[src/rtl/clk_even_div_pkg.sv]
package clk_even_div_pkg;

    // Bit 0 of the state is the divided clock itself, so the output
    // is taken straight from a flip-flop and never decoded.
    typedef enum logic [1:0] {
        PH_HOLD = 2'b00,
        PH_LOW  = 2'b10,
        PH_HIGH = 2'b01
    } phase_t;

endpackage

[src/rtl/clk_even_div_ratio.sv]
// Holds the ratio code in force; it is reloaded only when the
// controller says a full period is over or reset is being honoured.
module clk_even_div_ratio #(
    parameter int SEL_W = 3
) (
    input  logic             clk,
    input  logic             load,
    input  logic [SEL_W-1:0] code_in,
    output logic [SEL_W-1:0] code_q
);

    always_ff @(posedge clk) begin
        if (load) begin
            code_q <= code_in;
        end
    end

endmodule

[src/rtl/clk_even_div_count.sv]
// Phase counter: counts input cycles inside one phase and flags the
// last cycle of that phase, which lasts (limit + 1) cycles.
module clk_even_div_count #(
    parameter int SEL_W = 3,
    localparam int CNT_W = SEL_W
) (
    input  logic             clk,
    input  logic             clr,
    input  logic [SEL_W-1:0] limit,
    output logic             last
);

    logic [CNT_W-1:0] cnt_q;

    always_ff @(posedge clk) begin
        if (clr) begin
            cnt_q <= '0;
        end else begin
            cnt_q <= cnt_q + 1'b1;
        end
    end

    always_comb begin
        last = (cnt_q == limit);
    end

endmodule

[src/rtl/clk_even_div_fsm.sv]
// Phase controller: HOLD, LOW and HIGH, with the output on a state bit.
module clk_even_div_fsm
    import clk_even_div_pkg::*;
(
    input  logic clk,
    input  logic rst,
    input  logic last,
    output logic cnt_clr,
    output logic code_load,
    output logic div_o
);

    phase_t state_q;
    phase_t state_d;

    // State register. Reset is synchronous and enters through the
    // next-state logic, so an open high phase can finish first.
    always_ff @(posedge clk) begin
        state_q <= state_d;
    end

    // Next-state logic plus counter and ratio controls.
    always_comb begin
        state_d   = state_q;
        cnt_clr   = 1'b0;
        code_load = 1'b0;
        unique case (state_q)
            PH_HOLD: begin
                if (rst) begin
                    cnt_clr   = 1'b1;
                    code_load = 1'b1;
                end else if (last) begin
                    state_d = PH_HIGH;
                    cnt_clr = 1'b1;
                end else begin
                    state_d = PH_LOW;
                end
            end
            PH_LOW: begin
                if (rst) begin
                    state_d   = PH_HOLD;
                    cnt_clr   = 1'b1;
                    code_load = 1'b1;
                end else if (last) begin
                    state_d = PH_HIGH;
                    cnt_clr = 1'b1;
                end
            end
            PH_HIGH: begin
                // Reset is not acted on until the high phase is complete.
                if (last) begin
                    state_d   = rst ? PH_HOLD : PH_LOW;
                    cnt_clr   = 1'b1;
                    code_load = 1'b1;
                end
            end
            default: begin
                state_d   = PH_HOLD;
                cnt_clr   = 1'b1;
                code_load = 1'b1;
            end
        endcase
    end

    // Output process: the divided clock is the HIGH bit of the state.
    always_comb begin
        div_o = state_q[0];
    end

endmodule

[src/rtl/clk_even_div.sv]
module clk_even_div #(
    parameter int SEL_W = 3
) (
    input  logic             clk,
    input  logic             rst,
    input  logic [SEL_W-1:0] ratio_sel,
    output logic             clk_div
);

    logic             cnt_clr;
    logic             code_load;
    logic             last;
    logic [SEL_W-1:0] act_code;

    clk_even_div_ratio #(.SEL_W(SEL_W)) u_ratio (
        .clk     (clk),
        .load    (code_load),
        .code_in (ratio_sel),
        .code_q  (act_code)
    );

    clk_even_div_count #(.SEL_W(SEL_W)) u_count (
        .clk   (clk),
        .clr   (cnt_clr),
        .limit (act_code),
        .last  (last)
    );

    clk_even_div_fsm u_fsm (
        .clk       (clk),
        .rst       (rst),
        .last      (last),
        .cnt_clr   (cnt_clr),
        .code_load (code_load),
        .div_o     (clk_div)
    );

endmodule

[config.mk]
export PLATFORM = sky130hd
export DESIGN_NAME = clk_even_div
export DESIGN_NICKNAME = d
export VERILOG_FILES = /design/src/rtl/clk_even_div_pkg.sv /design/src/rtl/clk_even_div_ratio.sv /design/src/rtl/clk_even_div_count.sv /design/src/rtl/clk_even_div_fsm.sv /design/src/rtl/clk_even_div.sv
export SDC_FILE = /design/constraint.sdc
export NUM_CORES = 1
export LEC_CHECK = 0
export BUFFER_PORTS_ARGS = -buffer_cell sky130_fd_sc_hd__clkbuf_2
export CELL_PAD_IN_SITES_DETAIL_PLACEMENT = 1
export CELL_PAD_IN_SITES_GLOBAL_PLACEMENT = 2
export CORE_AREA = 3 3 40 42
export CTS_CLUSTER_SIZE = 30
export DETAILED_ROUTE_END_ITERATION = 10
export DIE_AREA = 0 0 43 45
export PLACE_DENSITY_LB_ADDON = 0.1
export SLEW_MARGIN = 20
export SYNTH_ARGS = -nofsm -noshare
export SYNTH_HDL_FRONTEND = slang
export SYNTH_SLANG_ARGS = --single-unit
[constraint.sdc]
create_clock -name clk -period 2 [get_ports clk]
set_input_delay 0.4 -clock clk [delete_from_list [all_inputs] [get_ports clk]]
set_output_delay 0.4 -clock clk [all_outputs]
set_load 0.1 [all_outputs]
== Word level (Yosys, flattened, before mapping) ==
Cells that the tools add are included.

* Bits in registers: 8
* Input port bits: 5
* Output and inout port bits: 1
* Logic and storage cells: 25

* Add/sub/neg operators: 1
* Eq/ne operators: 6
* Muxes and demuxes: 12
* Reduce and logical (&&, ||, !) cells: 3

{| class="wikitable"
|+ Operators with widths
! operator !! number
|-
| 2-bit 2-to-1 mux || 6
|-
| 2-bit case mux with 3 select lines || 1
|-
| 2-bit inequality test, second input constant || 2
|-
| 1-bit case mux with 2 select lines || 2
|-
| 3-bit by 1-bit adder with 3-bit output, second input constant || 1
|-
| 3-bit == test || 1
|-
| 1-bit 2-to-1 mux || 3
|-
| 3-bit inequality test, second input constant || 1
|-
| 3-bit AND reduction || 1
|-
| 2-bit by 1-bit == test with 1-bit output, second input constant || 1
|-
| 2-bit == test, second input constant || 1
|-
| 2-bit logical NOT || 1
|-
| 2-bit OR reduction || 1
|}

== Longest topological paths before layout ==
* Depth after elaboration: 4
* Mapped depth: 4
* Mapped depth without buffers: 3

== Modules after synthesis ==
Synthesis repeated with hierarchy kept, for this count alone.

* Cells, all modules: 29
* Area total of the unflattened synthesis: 377.9 um2

{| class="wikitable"
|+ By module, submodules not included
! module !! instances !! cells each !! area each (um2) !! sequential area each (um2)
|-
| clk_even_div_fsm || 1 || 14 || 156.4 || 60.1
|-
| clk_even_div_count || 1 || 12 || 131.4 || 60.1
|-
| clk_even_div_ratio || 1 || 3 || 90.1 || 90.1
|}

== Least setup slack after synthesis ==
No wires, ideal clock.

* Path kind: reg-to-reg
* Start point: reg u_fsm.state_q[0]
* End point: reg u_fsm.state_q[0] (enable)
* Setup time: 0.261 ns
* Arrival: 1.670 ns
* Required time: 1.739 ns
* Setup slack: 0.069 ns
* Stages on the path, launching flop included: 5
* Path buffers: 1
* Period minus slack after synthesis: 1.931 ns
* Cells stage by stage: edfxtp_1 > buf_6 > or3b_1 > a32oi_1 > a31oi_1

* Longest elaborated chain between the ends: 3
* Elaborated cells on any way between the ends: 7
* Classes of those cells: eq/ne (5); reduce/logical (2)

{| class="wikitable"
|+ Ends and longest elaborated chain
! what !! RTL line !! source
|-
| from (decl) || clk_even_div_fsm.sv:13 || <nowiki>phase_t state_q;</nowiki>
|-
| from (signal assigned) || clk_even_div_fsm.sv:19 || <nowiki>state_q <= state_d;</nowiki>
|-
| 2-bit == test, or another cell as far along || clk_even_div_fsm.sv:27 || <nowiki>unique case (state_q)</nowiki>
|-
| 3-bit inequality test (no line) or 2-bit inequality test (tied branches) || -- ||
|-
| 3-bit AND reduction (no line) (*) || -- ||
|}

Mark *: on every way between the ends. The rest lies on a longest branch, timed or not.
A chain may end at the register's enable or synchronous reset.

== Final worst setup path ==
* Start point: reg u_fsm.state_q[0]
* End point: out clk_div

{| class="wikitable"
|+ RTL lines
! what !! RTL line !! source
|-
| to (decl) || clk_even_div.sv:7 || <nowiki>output logic clk_div</nowiki>
|}

No word-level cell between the ends.

==> results.txt <==
----------------------------------------------------
[Synth]
  Post-synthesis sequential element count ... 8
  Syn Nets ... 36
  Simple-gate portion of the synthesized area ... 0.1237
  Main combinational cell family by area after synthesis ... simple AND/OR/NAND/NOR gates
  Post-synthesis compound-gate area fraction ... 0.1104
  Sequential area share after synthesis ... 0.5619
  Area share of fa/ha/maj cells after synthesis ... 0.03344
  Share of synthesized area spent on multiplexers ... 0.02676
  Number of standard cells after synthesis ... 30
  Number of warnings printed during yosys synthesis ... 0
  Mapped cell area ... 374.1 sq um
  Xor/xnor cell area share of the yosys netlist ... 0.09365
  Syn_area_per_cell ... 12.47 sq um
  Count of unique library cells instantiated by Yosys ... 19

[Global routing]
  Global-route usage over all layers ... 0.09807
  Global route total overflow ... 0
  Number of antenna violations at the first check in global routing ... 0
  Wire length of the first global-routing pass ... 1228 um
  Via count of the first global-routing pass ... 273
  Maximum number of pins on one net before global-route repair ... 11

[Timing]
  Post-route clock period utilization ... 0.8649
  Worst-margin pin slew ... 536.8 ps
  RSZ-0062 raised after global routing ... false
  Slew HR ... 0.6436
  Min Tclk post-route ... 1730 ps
  Worst Hold Margin ... 316.6 ps
  # setup viols final ... 0
  Setup total negative slack ... 0 ps
  Final hold violation count ... 0
  Setup Skew ... 2.888 ps
  Max-slew violations ... 0
  Max Freq ... 578.1 MHz

[Min path]
  Hold Crit Class ... in2reg
  Number of instances on the worst hold path ... 1

[Final layout]
  Antenna diode instance count ... 0
  Fraction of final layout cells with drive strength greater than 1 ... 0.2105
  Synthesis-to-layout area growth ... 15.72%
  Layout Nets ... 45

[Critical path]
  Critical Path Slowest Stage Cell ... edfxtp_1
  Instance count on the critical path ... 1
  Crit path kind ... reg2out
  Startpoint kind of the worst setup timing path ... flip-flop
  Critical Path Sink Type ... output pin
  CP cell instances ... clkbuf_2
  Delay contributed by the slowest stage of the critical path ... 550 ps
  WP buf/inv ... 1
  Maximum fanout along the worst path ... 10
  Largest delay share family, worst path ... flip-flops
  Cell depth of the worst flop-to-flop path ... 3
  Required time at the endpoint of the critical path ... 1600 ps
  Worst path arrival time ... 1330 ps

[Placed design]
  Weighted congestion reported at the end of routability-driven placement ... 0.6473
  Port Buf Inserts ... 5

[Floorplan]
  Effective utilization at floorplan ... 0.2911
  Total die area ... 1935 sq um
  Number of standard-cell rows in the floorplan ... 13
  Count of pins on the block boundary ... 6
  Die H ... 45 um
  Core Area ... 1285 sq um
  Die boundary width ... 43 um

[Drt]
  Number of DRC violations after detailed-routing iteration 0 ... 1
  Highest Signal Layer ... met4
  Post-detailed-route via-to-cell ratio ... 4.830
  Via count ... 256
  Total wire length ... 757 um
  Number of DRC violations after detailed routing ... 0
  Met1 Routed Length ... 310 um
  Routed length per instance ... 14.28 um
  DRT Pass-1 Iters ... 2
  Met2 Routed Length ... 395 um
  Amount of wire on met3 after detailed routing ... 42 um
  Antenna-violating nets left ... 0

[CTS]
  Clock transition at path regs ... 60 ps
  CTS Root Cell ... clkbuf_4
  Clock insertion delay at the later pin of the skew report ... 260 ps
  # hold bufs at CTS ... 0
  Buffer count from post-CTS setup fixing ... 0
  TritonCTS clock tree ... built
  Number of buffers created by CTS ... 3
  Clock net sink count ... 8
  Resize count post-CTS ... 0
  Worst-case clock buffer depth ... 2
  Deepest level of the CTS H-tree ... 1

[Outcome]
  Status ... completed

[Power]
  Lkg Pwr ... 0.1842 nW
  Power per standard cell area ... 1758 nW/um^2
  Highest ir drop seen on vdd ... 0.0006887 V

[Job]
  Max-capacitance violation count ... 0

----------------------------------------------------
==> placed cells by master, fill, tap and decap left out, drive strengths merged <==
cell type  instances
a32oi              1
or3b               1
inv                2
mux2i              1
xnor2              3
a31oi              2
dfxtp              3
clkbuf             9
a21oi              1
or2b               1
nor2               1
and3               2
nand3              1
xor2               1
and3b              1
ha                 1
o31ai              1
edfxtp             5
o21a               1
==> Yosys cell counts <==
cell type	instances	share of area
nand3_1	1	0.013
and3b_1	1	0.023
a21oi_1	1	0.013
inv_1	2	0.020
a31oi_1	2	0.033
and3_1	2	0.033
nor2_1	1	0.010
mux2i_1	1	0.027
o31ai_1	1	0.020
buf_6	1	0.030
or3b_1	1	0.023
xor2_1	1	0.023
dfxtp_1	3	0.16
o21a_1	1	0.020
a32oi_1	1	0.023
xnor2_1	3	0.070
edfxtp_1	5	0.40
or2b_1	1	0.020
ha_1	1	0.033
==> kinds of logic (layout without fill, tap and decap cells) <==
logic type / Yosys count / count (layout)
compound gates: 6 / 6
xor+xnor: 4 / 4
fa+ha+maj: 1 / 1
buf+inv: 3 / 11
flops: 8 / 8
mux: 1 / 1
simple gates: 7 / 7
==> registers in the layout (all words and copies together) (netlist names) <==
name            count
u_fsm.state_q       2
u_count.cnt_q       3
u_ratio.code_q      3
==> area by class of cell <==
class | instances | area [sq um]
Tap cell | 15 | 18.77
Fill cell | 150 | 852.1
Clock buffer | 4 | 26.28
Inverter | 2 | 7.507
Timing Repair Buffer | 5 | 25.02
Multi-Input combinational cell | 19 | 145.1
Sequential cell | 8 | 210.2
==> report_power, final <==
| group | switching (W) | total, W | internal, W |
|---|---|---|---|
| Sequential | 0.0000690 | 0.000331 | 0.000262 |
| Combinational | 0.000182 | 0.000290 | 0.000108 |
| Clock | 0.0000633 | 0.000140 | 0.0000769 |
| Total | 0.000314 | 0.000761 | 0.000447 |
==> through the flow <==
step	worst slack [ps]	utilization	total power, W	cells	instance area, sq um
2_1_floorplan	69.13	-	0.0005748	30	374.1
3_3_place_gp	467.6	0.3165	0.0006210	49	406.6
3_5_place_dp	464.0	0.3165	0.0006292	49	406.6
4_1_cts	257.6	0.3369	0.0007767	53	432.9
5_1_grt	210.6	0.3369	0.0008207	53	432.9
6_report	270.3	0.3369	0.0007610	53	432.9
==> final timing paths <==
path              slack [ps]                 to               from
setup reg to reg         460  u_ratio.code_q[2]  u_ratio.code_q[1]
hold / removal           320  u_ratio.code_q[2]       ratio_sel[2]
hold reg to reg          570   u_count.cnt_q[0]   u_count.cnt_q[0]
setup / recovery         270            clk_div   u_fsm.state_q[0]
==> per-layer routing <==
layer / global-route usage / up-vias
met5: 0 / -
met4: 0.1084 / 0
met3: 0.04382 / 2
met2: 0.1497 / 5
met1: 0.09337 / 121
li1: - / 128
Power figures use the tool's default switching activity.
